<file path="src/rtl/irq_ctl_pkg.sv">
package irq_ctl_pkg;
   localparam int SRC_N      = 3;
   localparam int BYTE_W     = 8;
   // source index: 2 = watchdog, 1 = alarm, 0 = supply fail
   localparam int SRC_WDOG   = 2;
   localparam int SRC_ALARM  = 1;
   localparam int SRC_PFAIL  = 0;
   // control byte field positions
   localparam int CTL_EN_LSB = 5;
   localparam int CTL_POL    = 3;
   localparam int CTL_PULSE  = 2;
   // flags byte: flags occupy the same upper bits as the enables
   localparam int FLG_LSB    = 5;

   typedef struct packed {
      logic [SRC_N-1:0] en;
      logic             pol;
      logic             pulse;
   } irq_ctl_t;

   function automatic logic [BYTE_W-1:0] ctl_pack(irq_ctl_t c);
      logic [BYTE_W-1:0] b;
      b = '0;
      b[CTL_EN_LSB +: SRC_N] = c.en;
      b[CTL_POL]             = c.pol;
      b[CTL_PULSE]           = c.pulse;
      return b;
   endfunction

   function automatic irq_ctl_t ctl_unpack(logic [BYTE_W-1:0] b);
      irq_ctl_t c;
      c.en    = b[CTL_EN_LSB +: SRC_N];
      c.pol   = b[CTL_POL];
      c.pulse = b[CTL_PULSE];
      return c;
   endfunction
endpackage

</file>
<file path="src/rtl/irq_flag_bank.sv">
module irq_flag_bank #(
   parameter int SRC_N = 3
) (
   input  logic             clk,
   input  logic             rst_n,
   input  logic [SRC_N-1:0] evt_i,
   input  logic             clr_i,
   output logic [SRC_N-1:0] flag_o
);
   generate
      if (SRC_N < 1) begin : g_bad_src
         $error("irq_flag_bank: SRC_N must be at least 1");
      end
   endgenerate

   genvar gi;
   generate
      for (gi = 0; gi < SRC_N; gi++) begin : g_flag
         logic flag_q;
         always_ff @(posedge clk) begin
            if (!rst_n)          flag_q <= 1'b0;
            else if (evt_i[gi])  flag_q <= 1'b1;   // event wins over clear
            else if (clr_i)      flag_q <= 1'b0;
         end
         assign flag_o[gi] = flag_q;

         assert_flag_set_R3: assert property (@(posedge clk) disable iff (!rst_n)
            evt_i[gi] |=> flag_o[gi]);
         assert_read_clear_R4: assert property (@(posedge clk) disable iff (!rst_n)
            (clr_i && !evt_i[gi]) |=> !flag_o[gi]);
         assert_sticky_R3: assert property (@(posedge clk) disable iff (!rst_n)
            (flag_o[gi] && !clr_i) |=> flag_o[gi]);
      end
   endgenerate
endmodule

</file>
<file path="src/rtl/irq_pulse_timer.sv">
module irq_pulse_timer #(
   parameter int PULSE_TICKS = 7,
   localparam int CNT_W = $clog2(PULSE_TICKS + 1)
) (
   input  logic clk,
   input  logic rst_n,
   input  logic load_i,
   input  logic tick_i,
   output logic active_o
);
   generate
      if (PULSE_TICKS < 1) begin : g_bad_len
         $error("irq_pulse_timer: PULSE_TICKS must be at least 1");
      end
   endgenerate

   localparam logic [CNT_W-1:0] LOAD_VAL = CNT_W'(PULSE_TICKS);

   logic [CNT_W-1:0] cnt_q;

   always_ff @(posedge clk) begin
      if (!rst_n)                        cnt_q <= '0;
      else if (load_i)                   cnt_q <= LOAD_VAL;    // restart wins over tick
      else if (tick_i && cnt_q != '0)    cnt_q <= cnt_q - 1'b1;
   end

   assign active_o = (cnt_q != '0);

   assert_cnt_bounded_R9: assert property (@(posedge clk) disable iff (!rst_n)
      cnt_q <= LOAD_VAL);
   assert_restart_R10: assert property (@(posedge clk) disable iff (!rst_n)
      load_i |=> cnt_q == LOAD_VAL);
   assert_rise_from_load_R6: assert property (@(posedge clk) disable iff (!rst_n)
      $rose(active_o) |-> $past(load_i));
   assert_hold_no_tick_R9: assert property (@(posedge clk) disable iff (!rst_n)
      (!tick_i && !load_i) |=> $stable(cnt_q));
endmodule

</file>
<file path="src/rtl/irq_level_hold.sv">
module irq_level_hold (
   input  logic clk,
   input  logic rst_n,
   input  logic set_i,
   input  logic clr_i,
   output logic active_o
);
   logic lvl_q;

   always_ff @(posedge clk) begin
      if (!rst_n)      lvl_q <= 1'b0;
      else if (set_i)  lvl_q <= 1'b1;   // new event outranks the read
      else if (clr_i)  lvl_q <= 1'b0;
   end

   assign active_o = lvl_q;

   assert_level_hold_R11: assert property (@(posedge clk) disable iff (!rst_n)
      (lvl_q && !clr_i) |=> lvl_q);
   assert_level_clear_R11: assert property (@(posedge clk) disable iff (!rst_n)
      (clr_i && !set_i) |=> !lvl_q);
   assert_collide_keep_R12: assert property (@(posedge clk) disable iff (!rst_n)
      (set_i && clr_i) |=> lvl_q);
endmodule

</file>
<file path="src/rtl/irq_pin_drive.sv">
module irq_pin_drive #(
   parameter bit ALLOW_PUSH_PULL = 1'b1
) (
   input  logic clk,
   input  logic rst_n,
   input  logic active_i,
   input  logic pol_i,
   output logic pin_o,
   output logic oe_o
);
   logic push_pull;

   generate
      if (ALLOW_PUSH_PULL) begin : g_both
         assign push_pull = pol_i;
      end else begin : g_od_only
         assign push_pull = 1'b0;
      end
   endgenerate

   always_comb begin
      if (push_pull) begin
         pin_o = active_i;
         oe_o  = 1'b1;
      end else begin
         pin_o = 1'b0;
         oe_o  = active_i;
      end
   end

   assert_pushpull_oe_R7: assert property (@(posedge clk) disable iff (!rst_n)
      push_pull |-> (oe_o && pin_o == active_i));
   assert_opendrain_low_R8: assert property (@(posedge clk) disable iff (!rst_n)
      !push_pull |-> (!pin_o && oe_o == active_i));
endmodule

</file>
<file path="src/rtl/irq_pin_ctrl.sv">
module irq_pin_ctrl
   import irq_ctl_pkg::*;
#(
   parameter int PULSE_TICKS     = 7,
   parameter bit ALLOW_PUSH_PULL = 1'b1
) (
   input  logic              clk,
   input  logic              rst_n,
   input  logic              tick_i,
   input  logic              wdog_evt_i,
   input  logic              alarm_evt_i,
   input  logic              pfail_evt_i,
   input  logic              ctl_we_i,
   input  logic [BYTE_W-1:0] ctl_wdata_i,
   output logic [BYTE_W-1:0] ctl_rdata_o,
   input  logic              flag_re_i,
   output logic [BYTE_W-1:0] flag_rdata_o,
   output logic              pin_o,
   output logic              pin_oe_o
);
   localparam int FLG_PAD = FLG_LSB;

   irq_ctl_t         ctl_q;
   logic [SRC_N-1:0] evt_vec;
   logic [SRC_N-1:0] flags;
   logic             hit;
   logic             pulse_act;
   logic             level_act;
   logic             pin_act;

   always_ff @(posedge clk) begin
      if (!rst_n)        ctl_q <= '0;
      else if (ctl_we_i) ctl_q <= ctl_unpack(ctl_wdata_i);
   end
   assign ctl_rdata_o = ctl_pack(ctl_q);

   always_comb begin
      evt_vec            = '0;
      evt_vec[SRC_WDOG]  = wdog_evt_i;
      evt_vec[SRC_ALARM] = alarm_evt_i;
      evt_vec[SRC_PFAIL] = pfail_evt_i;
   end

   assign hit = |(evt_vec & ctl_q.en);

   irq_flag_bank #(.SRC_N(SRC_N)) u_flags (
      .clk    (clk),
      .rst_n  (rst_n),
      .evt_i  (evt_vec),
      .clr_i  (flag_re_i),
      .flag_o (flags)
   );

   assign flag_rdata_o = {flags, {FLG_PAD{1'b0}}};

   irq_pulse_timer #(.PULSE_TICKS(PULSE_TICKS)) u_pulse (
      .clk      (clk),
      .rst_n    (rst_n),
      .load_i   (hit && ctl_q.pulse),
      .tick_i   (tick_i),
      .active_o (pulse_act)
   );

   irq_level_hold u_level (
      .clk      (clk),
      .rst_n    (rst_n),
      .set_i    (hit && !ctl_q.pulse),
      .clr_i    (flag_re_i),
      .active_o (level_act)
   );

   assign pin_act = ctl_q.pulse ? pulse_act : level_act;

   irq_pin_drive #(.ALLOW_PUSH_PULL(ALLOW_PUSH_PULL)) u_drive (
      .clk      (clk),
      .rst_n    (rst_n),
      .active_i (pin_act),
      .pol_i    (ctl_q.pol),
      .pin_o    (pin_o),
      .oe_o     (pin_oe_o)
   );

   assert_level_rise_enabled_R6: assert property (@(posedge clk) disable iff (!rst_n)
      $rose(level_act) |-> $past(|(evt_vec & ctl_q.en)));
   assert_reserved_zero_R2: assert property (@(posedge clk) disable iff (!rst_n)
      (ctl_rdata_o[4] == 1'b0) && (ctl_rdata_o[1:0] == 2'b00) && (flag_rdata_o[FLG_PAD-1:0] == '0));
endmodule

</file>
<file path="config.mk">
export PLATFORM = sky130hd
export DESIGN_NAME = irq_pin_ctrl
export DESIGN_NICKNAME = d
export VERILOG_FILES = /design/src/rtl/irq_ctl_pkg.sv /design/src/rtl/irq_flag_bank.sv /design/src/rtl/irq_pulse_timer.sv /design/src/rtl/irq_level_hold.sv /design/src/rtl/irq_pin_drive.sv /design/src/rtl/irq_pin_ctrl.sv
export SDC_FILE = /design/constraint.sdc
export NUM_CORES = 1
export LEC_CHECK = 0
export BUFFER_PORTS_ARGS = -buffer_cell sky130_fd_sc_hd__buf_2
export CAP_MARGIN = 20
export CORE_MARGIN = 2
export CORE_UTILIZATION = 45
export CTS_CLUSTER_SIZE = 16
export DETAILED_ROUTE_END_ITERATION = 8
export GPL_TIMING_DRIVEN = 0
export PLACE_DENSITY = 0.91
export SYNTH_ARGS = -nofsm -noshare
export SYNTH_HDL_FRONTEND = slang
export SYNTH_SLANG_ARGS = --single-unit
</file>
<file path="constraint.sdc">
create_clock -name clk -period 2.1 [get_ports clk]
set_clock_uncertainty 0.05 [all_clocks]
set_input_delay 0.42 -clock clk [delete_from_list [all_inputs] [get_ports clk]]
set_output_delay 0.42 -clock clk [all_outputs]
set_load 0.01 [all_outputs]
</file>
==> out/metrics.yaml, run 1 <==
place:
  dpl_cell_area_um2: 778.2
  numPortBuffers: 21
  dp_hpwl_um: 894.4
  dp_cells: 110
  place.gp.congestion: 0.6464
sta:
  finalHoldViolations: 0
  tns_ns: 0
  setup_viol: 0
  min_period_ns: 1.814
  drv_slew: 0
  fmax_mhz: 551.1
  fin_crit_sh: 0.8640
  rsz0062_at_grt: "false"
cts:
  hold_buffers: 0
  post_cts_buffers: 0
  cts_root_buffer: "clkbuf_4"
  cts_tree: "yes"
  insertion_delay_ns: 0.26
  cts_buffers: 3
  clkSlewWorstSetupHoldPaths_ns: 0.06
  cts_resized: 0
  htree_levels: 1
  cts_sinks: 12
  clk_path_buf_depth: 2
routing:
  num_vias: 513
  drt-total-wl_um: 1070
  dr.pass1.iters: 4
  drt-wirelength-per-cell_um: 9.469
  ant_nets: 0
  drt_iter0_drc: 6
  drc: 0
  avgViaCountPerCell: 4.540
synthesis:
  synth_top_area_frac: 0.3825
  synthTopCellsByArea: "dfxtp_1 38%, buf_4 14%, mux2i_1 9.6%, nor2b_1 9.0%, ha_1 4.0%"
  yosys_warnings: 0
  synth_top_family_by_area: "simple AND/OR/NAND/NOR gates"
  ys_seq_area_frac: 0.3825
  muxShareOfSynthArea: 0.09562
  syn_avg_cell_area_um2: 9.375
  synth_top_area_cell: "dfxtp_1"
  ys_ff_latch: 12
  synth_adder_area_share: 0.03984
  synth_compound_area_frac: 0.08566
  synth_cells: 67
  synth_cell_types: 21
  synth_xor_area_frac: 0
  yosys.area_share.simple: 0.2171
  syn_area_um2: 628.1
die:
  die_x_um: 41.36
  io_pins: 34
  core_um2: 1301
  dieArea_um2: 1711
  die_h_um: 41.36
  start_util: 0.4827
  num_rows: 13
global_route:
  grt_pass1_wl_um: 1676
  grt_pass1_vias: 441
  grt-ovfl-total: 0
  grt_usage: 0.1503
  top_usage_layer: "met2"
  grt_max_degree: 11
  antenna_found_initial: 0
  use_met3: 0.04787
  grtUsageMet1: 0.1961
  grt_use_met2: 0.2344
finish:
  antenna_cells: 0
  final_cell_mix: "21 x buf_2, 12 x buf_4, 12 x dfxtp_1"
  fin_area_um2: 800.8
  areaGrowthSynthToFinish_pct: 27.49
  drive_above_1_share: 0.3776
  nNetsFinal: 118
  fillers: 123
  layout_commonest_cell: "buf_2"
  final_cells: 113
flow_run:
  maxCapViolCount: 0
worst_setup_path:
  crit_path_end_kind: "output port"
  worstPathMaxFanout: 4
  cp.required_ns: 1.63
  start_kind: "flip-flop"
  cp.arrival_ns: 1.34
  crit_type: "flip-flop to output port"
pwr:
  ir_worst_vdd_mv: 0.4247
  power_density_nw_per_um2: 772.9
  power_leakage_nw: 0.4113
worst_hold_path:
  hp-class: "input pin to flip-flop"
run_status:
  status: "completed"
Yosys cell counts (all sizes together):
master	instances
buf	12
dfxtp	12
nor2b	9
mux2i	6
inv	3
nand2	3
o21a	3
and2	2
clkbuf	2
ha	2
nand2b	2
nand3	2
o211ai	2
a222oi	1
conb	1
nand3b	1
nand4	1
nand4b	1
o22ai	1
or4b	1
power breakdown:
| part | total, mW | leakage, nW | switching, mW | internal [mW] |
|---|---|---|---|---|
| Sequential | 0.282 | 0.0992 | 0.0189 | 0.263 |
| Combinational | 0.207 | 0.298 | 0.104 | 0.103 |
| Clock | 0.130 | 0.0138 | 0.0637 | 0.0660 |
| Total | 0.619 | 0.411 | 0.187 | 0.432 |
stage by stage:
| stage | setup WS, ns | utilization | hold slack (ns) | total power, mW |
|---|---|---|---|---|
| detailed placement | 0.5455 | 0.5981 | 0.4227 | 0.4975 |
| finish | 0.2856 | 0.6154 | 0.3423 | 0.6189 |
| global route | 0.1107 | 0.6154 | 0.3412 | 0.6806 |
| global placement | 0.5792 | 0.5981 | 0.4116 | 0.4859 |
| floorplan | 0.6749 | - | 0.4011 | 0.4414 |
| CTS | 0.2536 | 0.6154 | 0.3322 | 0.6334 |
worst paths after layout:
path               startpoint  cells past startpoint                  endpoint  slack, ns
max          u_pulse.cnt_q[0]                      6                  pin_oe_o       0.29
min               pfail_evt_i                      2  u_flags.g_flag[0].flag_q       0.34
max reg2reg  u_pulse.cnt_q[0]                      5          u_pulse.cnt_q[2]       0.80
min reg2reg  u_pulse.cnt_q[2]                      2          u_pulse.cnt_q[2]       0.43
critical path, cell delays in order (launching register included):
cell and delay, ns:
dfxtp_1 0.31, inv_1 0.09, ha_1 0.17, nand2b_1 0.11, mux2i_1 0.21, nand2b_1 0.07, buf_2 0.13
registers in the layout (all words and copies together) (netlist names):
name and flops:
ctl_rdata_o 5, u_flags.g_flag.flag_q 3, u_pulse.cnt_q 3, u_level.active_o 1
layout make-up:
type | count | area [µm²] | area share
Sequential cell | 12 | 240.2 | 0.3000
Buffer | 14 | 97.59 | 0.1219
Tap cell | 15 | 18.77 | 0.02344
Timing Repair Buffer | 21 | 105.1 | 0.1313
Clock buffer | 3 | 22.52 | 0.02812
Inverter | 3 | 11.26 | 0.01406
Multi-Input combinational cell | 45 | 305.3 | 0.3813
kinds of logic (layout without fill, tap and decap cells):
family	count (synthesis)	count (layout)
fa+ha+maj	2	2
flops	12	12
mux	6	6
compound gates	7	7
other cells	1	8
simple gates	22	22
buf+inv	17	41
layer usage:
layer  vias to the layer above  wire [µm]
li1                        268          -
met1                       223        477
met2                        22        506
met3                         0         85
met4                         0          0
met5                         -          0
(Power assumes the default switching activity.)
==> run 2, diff against run 1 <==
--- a/config.mk
+++ b/config.mk
@@ -9,10 +9,11 @@
 export CAP_MARGIN = 20
 export CORE_MARGIN = 2
 export CORE_UTILIZATION = 45
+export CTS_BUF_LIST = sky130_fd_sc_hd__clkbuf_8
 export CTS_CLUSTER_SIZE = 16
 export DETAILED_ROUTE_END_ITERATION = 8
 export GPL_TIMING_DRIVEN = 0
-export PLACE_DENSITY = 0.91
+export PLACE_DENSITY = 0.78
 export SYNTH_ARGS = -nofsm -noshare
 export SYNTH_HDL_FRONTEND = slang
 export SYNTH_SLANG_ARGS = --single-unit
==> run 2 against run 1 <==
  * Via count is 1.2% lower
  * Hold slack improved by 0.023 ns
  * First-iteration DRC count unchanged
  * Final area is 4.1% higher
  * Clock power up 90%
  * Maximum frequency is 0.84% higher
==> out/metrics.yaml, run 2 (same netlist as run 1, synthesis figures left out) <==
sta:
  finalHoldViolations: 0
  min_period_ns: 1.799
  drv_slew: 0
  rsz0062_at_grt: "false"
  setup_viol: 0
  tns_ns: 0
  fmax_mhz: 555.8
  fin_crit_sh: 0.8568
routing:
  drt_iter0_drc: 6
  drt-wirelength-per-cell_um: 9.289
  drc: 0
  dr.pass1.iters: 4
  drt-total-wl_um: 1059
  num_vias: 507
  ant_nets: 0
  avgViaCountPerCell: 4.447
finish:
  antenna_cells: 0
  layout_commonest_cell: "buf_2"
  largest_reg_flops: 5
  nNetsFinal: 118
  drive_above_1_share: 0.3838
  areaGrowthSynthToFinish_pct: 32.67
  fillers: 120
  fin_area_um2: 833.3
  final_cell_mix: "21 x buf_2, 12 x buf_4, 12 x dfxtp_1"
  multiInputGateArea_um2: 305.3
  seq_area_um2: 240.2
global_route:
  grt_usage: 0.1557
  antenna_found_initial: 0
  grt_pass1_vias: 430
  grt_max_degree: 11
  grt-ovfl-total: 0
  grt_pass1_wl_um: 1745
worst_setup_path:
  start_kind: "flip-flop"
  crit_family: "flip-flops"
  cp.required_ns: 1.63
  worstPathMaxFanout: 4
  crit_slowest_cell: "dfxtp_1"
  crit_type: "flip-flop to output port"
  crit_cells: 6
  cp.arrival_ns: 1.33
  crit_chain: "inv_1, ha_1, nand2b_1, mux2i_1, nor2b_1, buf_2"
  worstRegToRegCells: 5
  crit_path_end_kind: "output port"
  crit_buf_inv: 2
  max_stage_delay_ns: 0.32
cts:
  post_cts_buffers: 0
  cts_resized: 0
  cts_sinks: 12
  clkSlewWorstSetupHoldPaths_ns: 0.05
  insertion_delay_ns: 0.23
  cts_buffers: 3
  clk_path_buf_depth: 2
  cts_root_buffer: "clkbuf_8"
  htree_levels: 1
  hold_buffers: 0
  cts_tree: "yes"
die:
  io_pins: 34
  die_x_um: 41.36
  die_h_um: 41.36
  start_util: 0.4827
  num_rows: 13
  core_um2: 1301
  dieArea_um2: 1711
flow_run:
  maxCapViolCount: 0
worst_hold_path:
  hp-class: "input pin to flip-flop"
  min_path_cells: 2
pwr:
  ir_worst_vdd_mv: 0.4238
  power_leakage_nw: 0.4262
  power_density_nw_per_um2: 889.5
place:
  dp_hpwl_um: 853.8
  place.gp.congestion: 0.6227
  dpl_cell_area_um2: 778.2
  numPortBuffers: 21
run_status:
  status: "completed"
-- run 2: area by class of cell --
cell class	count	share of cell area
Buffer	14	0.1171
Clock buffer	4	0.06607
Inverter	3	0.01351
Multi-Input combinational cell	45	0.3664
Sequential cell	12	0.2883
Tap cell	15	0.02252
Timing Repair Buffer	21	0.1261
-- run 2: worst register-to-register path, delay by kind of cell, from the launching register on --
kind          cells  cell delay [ns]
simple gates      3             0.65
fa+ha+maj         1             0.15
flops             1             0.31
buf+inv           1             0.09
-- run 2: power by group --
| part | switching (mW) | internal [mW] |
|---|---|---|
| Clock | 0.0815 | 0.165 |
| Combinational | 0.107 | 0.105 |
| Sequential | 0.0192 | 0.264 |
| Total | 0.207 | 0.534 |
-- run 2: final timing paths --
kind	startpoint	end	slack (ns)
max	u_pulse.cnt_q[0]	pin_o	0.30
min	pfail_evt_i	u_flags.g_flag[0].flag_q	0.37
max reg2reg	u_pulse.cnt_q[0]	u_pulse.cnt_q[2]	0.79
min reg2reg	u_pulse.cnt_q[0]	u_pulse.cnt_q[0]	0.43
-- run 2: per-layer routing --
layer | up-vias | GRT usage | part of all wire
li1 | 269 | - | -
met5 | - | 0 | 0
met3 | 2 | 0.03191 | 0.083
met2 | 19 | 0.2383 | 0.44
met1 | 217 | 0.2085 | 0.47
met4 | 0 | 0.07258 | 0.0066
-- run 2: per-stage QoR --
| step | util | instances | worst slack [ns] | hold slack, ns | power (mW) |
|---|---|---|---|---|---|
| floorplan | - | 74 | 0.6749 | 0.4011 | 0.4414 |
| global placement | 0.5981 | 110 | 0.5692 | 0.4121 | 0.4890 |
| detailed placement | 0.5981 | 110 | 0.5495 | 0.4224 | 0.4970 |
| CTS | 0.6404 | 114 | 0.2885 | 0.3616 | 0.7475 |
| global route | 0.6404 | 114 | 0.1678 | 0.3589 | 0.8004 |
| finish | 0.6404 | 114 | 0.3007 | 0.3655 | 0.7412 |
==> run 3, diff against run 2 <==
--- a/config.mk
+++ b/config.mk
@@ -5,8 +5,8 @@
 export SDC_FILE = /design/constraint.sdc
 export NUM_CORES = 1
 export LEC_CHECK = 0
-export BUFFER_PORTS_ARGS = -buffer_cell sky130_fd_sc_hd__buf_2
-export CAP_MARGIN = 20
+export BUFFER_PORTS_ARGS = -buffer_cell sky130_fd_sc_hd__buf_4
+export CAP_MARGIN = 30
 export CORE_MARGIN = 2
 export CORE_UTILIZATION = 45
 export CTS_BUF_LIST = sky130_fd_sc_hd__clkbuf_8
==> run 3 against run 2 <==
  * Non-clock buffer count stayed put
  * Hold slack got worse by 0.0059 ns
  * Core utilization rose by 3.0 points
  * Power is 5.4% lower
  * Via count rose by 0.99%
  * Final cell count is 0.88% lower
  * Worst setup slack improved by 0.033 ns
  * Combinational power up 6%
  * Register-to-register slack is essentially flat
==> out/metrics.yaml, run 3 (same netlist as run 1, synthesis figures left out) <==
run_status:
  status: "completed"
finish:
  nNetsFinal: 118
  layout_commonest_cell: "buf_4"
  fillers: 115
  antenna_cells: 0
  seq_area_um2: 240.2
  final_cell_mix: "33 x buf_4, 12 x dfxtp_1, 9 x nor2b_1"
  largest_reg_flops: 5
  drive_above_1_share: 0.3776
  areaGrowthSynthToFinish_pct: 38.84
  fin_area_um2: 872.1
  fin_util: 0.6702
  multiInputGateArea_um2: 305.3
worst_setup_path:
  start_kind: "flip-flop"
  r2r-start: "u_pulse.cnt_q[0]"
  cp.arrival_ns: 1.30
  crit_type: "flip-flop to output port"
  crit_path_end_kind: "output port"
  worstPathMaxFanout: 4
  crit_start: "u_pulse.cnt_q[0]"
  cp.required_ns: 1.63
place:
  place.gp.congestion: 0.6597
  dp_hpwl_um: 868.6
  numPortBuffers: 21
  dpl_cell_area_um2: 830.8
cts:
  htree_levels: 1
  post_cts_buffers: 0
  insertion_delay_ns: 0.23
  cts_buffers: 3
  clkSlewWorstSetupHoldPaths_ns: 0.05
  clk_path_buf_depth: 2
  cts_root_buffer: "clkbuf_8"
  cts_sinks: 12
  cts_resized: 0
  cts_tree: "yes"
  hold_buffers: 0
pwr:
  p_total_mw: 0.7010
  ir_worst_vdd_mv: 0.4486
  power_density_nw_per_um2: 803.8
  power_leakage_nw: 0.4312
flow_run:
  maxCapViolCount: 0
routing:
  dr.pass1.iters: 4
  drt_iter0_drc: 5
  ant_nets: 0
  avgViaCountPerCell: 4.531
  num_vias: 512
  drt-total-wl_um: 1075
  drc: 0
  drt-wirelength-per-cell_um: 9.513
global_route:
  grt_max_degree: 11
  grt_pass1_wl_um: 1642
  antenna_found_initial: 0
  grt_pass1_vias: 402
  grt-ovfl-total: 0
  grt_usage: 0.1459
sta:
  finalHoldViolations: 0
  drv_slew: 0
  fin_crit_sh: 0.8411
  tns_ns: 0
  fmax_mhz: 566.2
  rsz0062_at_grt: "false"
  setup_viol: 0
  min_period_ns: 1.766
die:
  io_pins: 34
  core_um2: 1301
  num_rows: 13
  die_x_um: 41.36
  die_h_um: 41.36
  start_util: 0.4827
  dieArea_um2: 1711
worst_hold_path:
  hp-class: "input pin to flip-flop"
  min-delay-start: "pfail_evt_i"
## run 3: changes by cell type in the layout (fill, tap and decap cells not counted), sizes merged
cell and change:
clkbuf -1
## run 3: layout make-up
cell class | instances | share of cell area
Multi-Input combinational cell | 45 | 0.3501
Timing Repair Buffer | 21 | 0.1808
Tap cell | 15 | 0.02152
Sequential cell | 12 | 0.2755
Inverter | 3 | 0.01291
Clock buffer | 3 | 0.04735
Buffer | 14 | 0.1119
## run 3: worst paths after layout
| kind | to | slack (ns) | depth (start not counted) |
|---|---|---|---|
| worst min register to register | u_pulse.cnt_q[2] | 0.42 | 2 |
| worst max-delay path | pin_oe_o | 0.33 | 6 |
| worst min-delay path | u_flags.g_flag[0].flag_q | 0.36 | 2 |
| worst max register to register | u_pulse.cnt_q[2] | 0.79 | 5 |
## run 3: through the flow
step / cells / hold WS, ns / worst slack, ns
2_1_floorplan: 74 / 0.4011 / 0.6749
3_3_place_gp: 110 / 0.4104 / 0.5467
3_5_place_dp: 110 / 0.4209 / 0.5790
4_1_cts: 113 / 0.3563 / 0.3141
5_1_grt: 113 / 0.3611 / 0.1783
6_report: 113 / 0.3597 / 0.3337
## run 3: power breakdown
part,switching (mW),leakage (nW),internal [mW]
clock network,0.0703,0.0216,0.125
registers,0.0186,0.0992,0.264
logic,0.105,0.310,0.118
total,0.194,0.431,0.507
## run 3: worst max-delay path: stages (launching register included)
cell and delay, ns:
dfxtp_1 0.30, inv_1 0.09, ha_1 0.17, nand2b_1 0.10, mux2i_1 0.19, nand2b_1 0.07, buf_4 0.14
## run 3: per-layer routing
layer | vias up | global-route usage | share of wire
li1 | 268 | - | -
met1 | 223 | 0.1928 | 0.45
met2 | 21 | 0.2344 | 0.47
met3 | 0 | 0.03191 | 0.073
met4 | 0 | 0.04839 | 0
met5 | - | 0 | 0
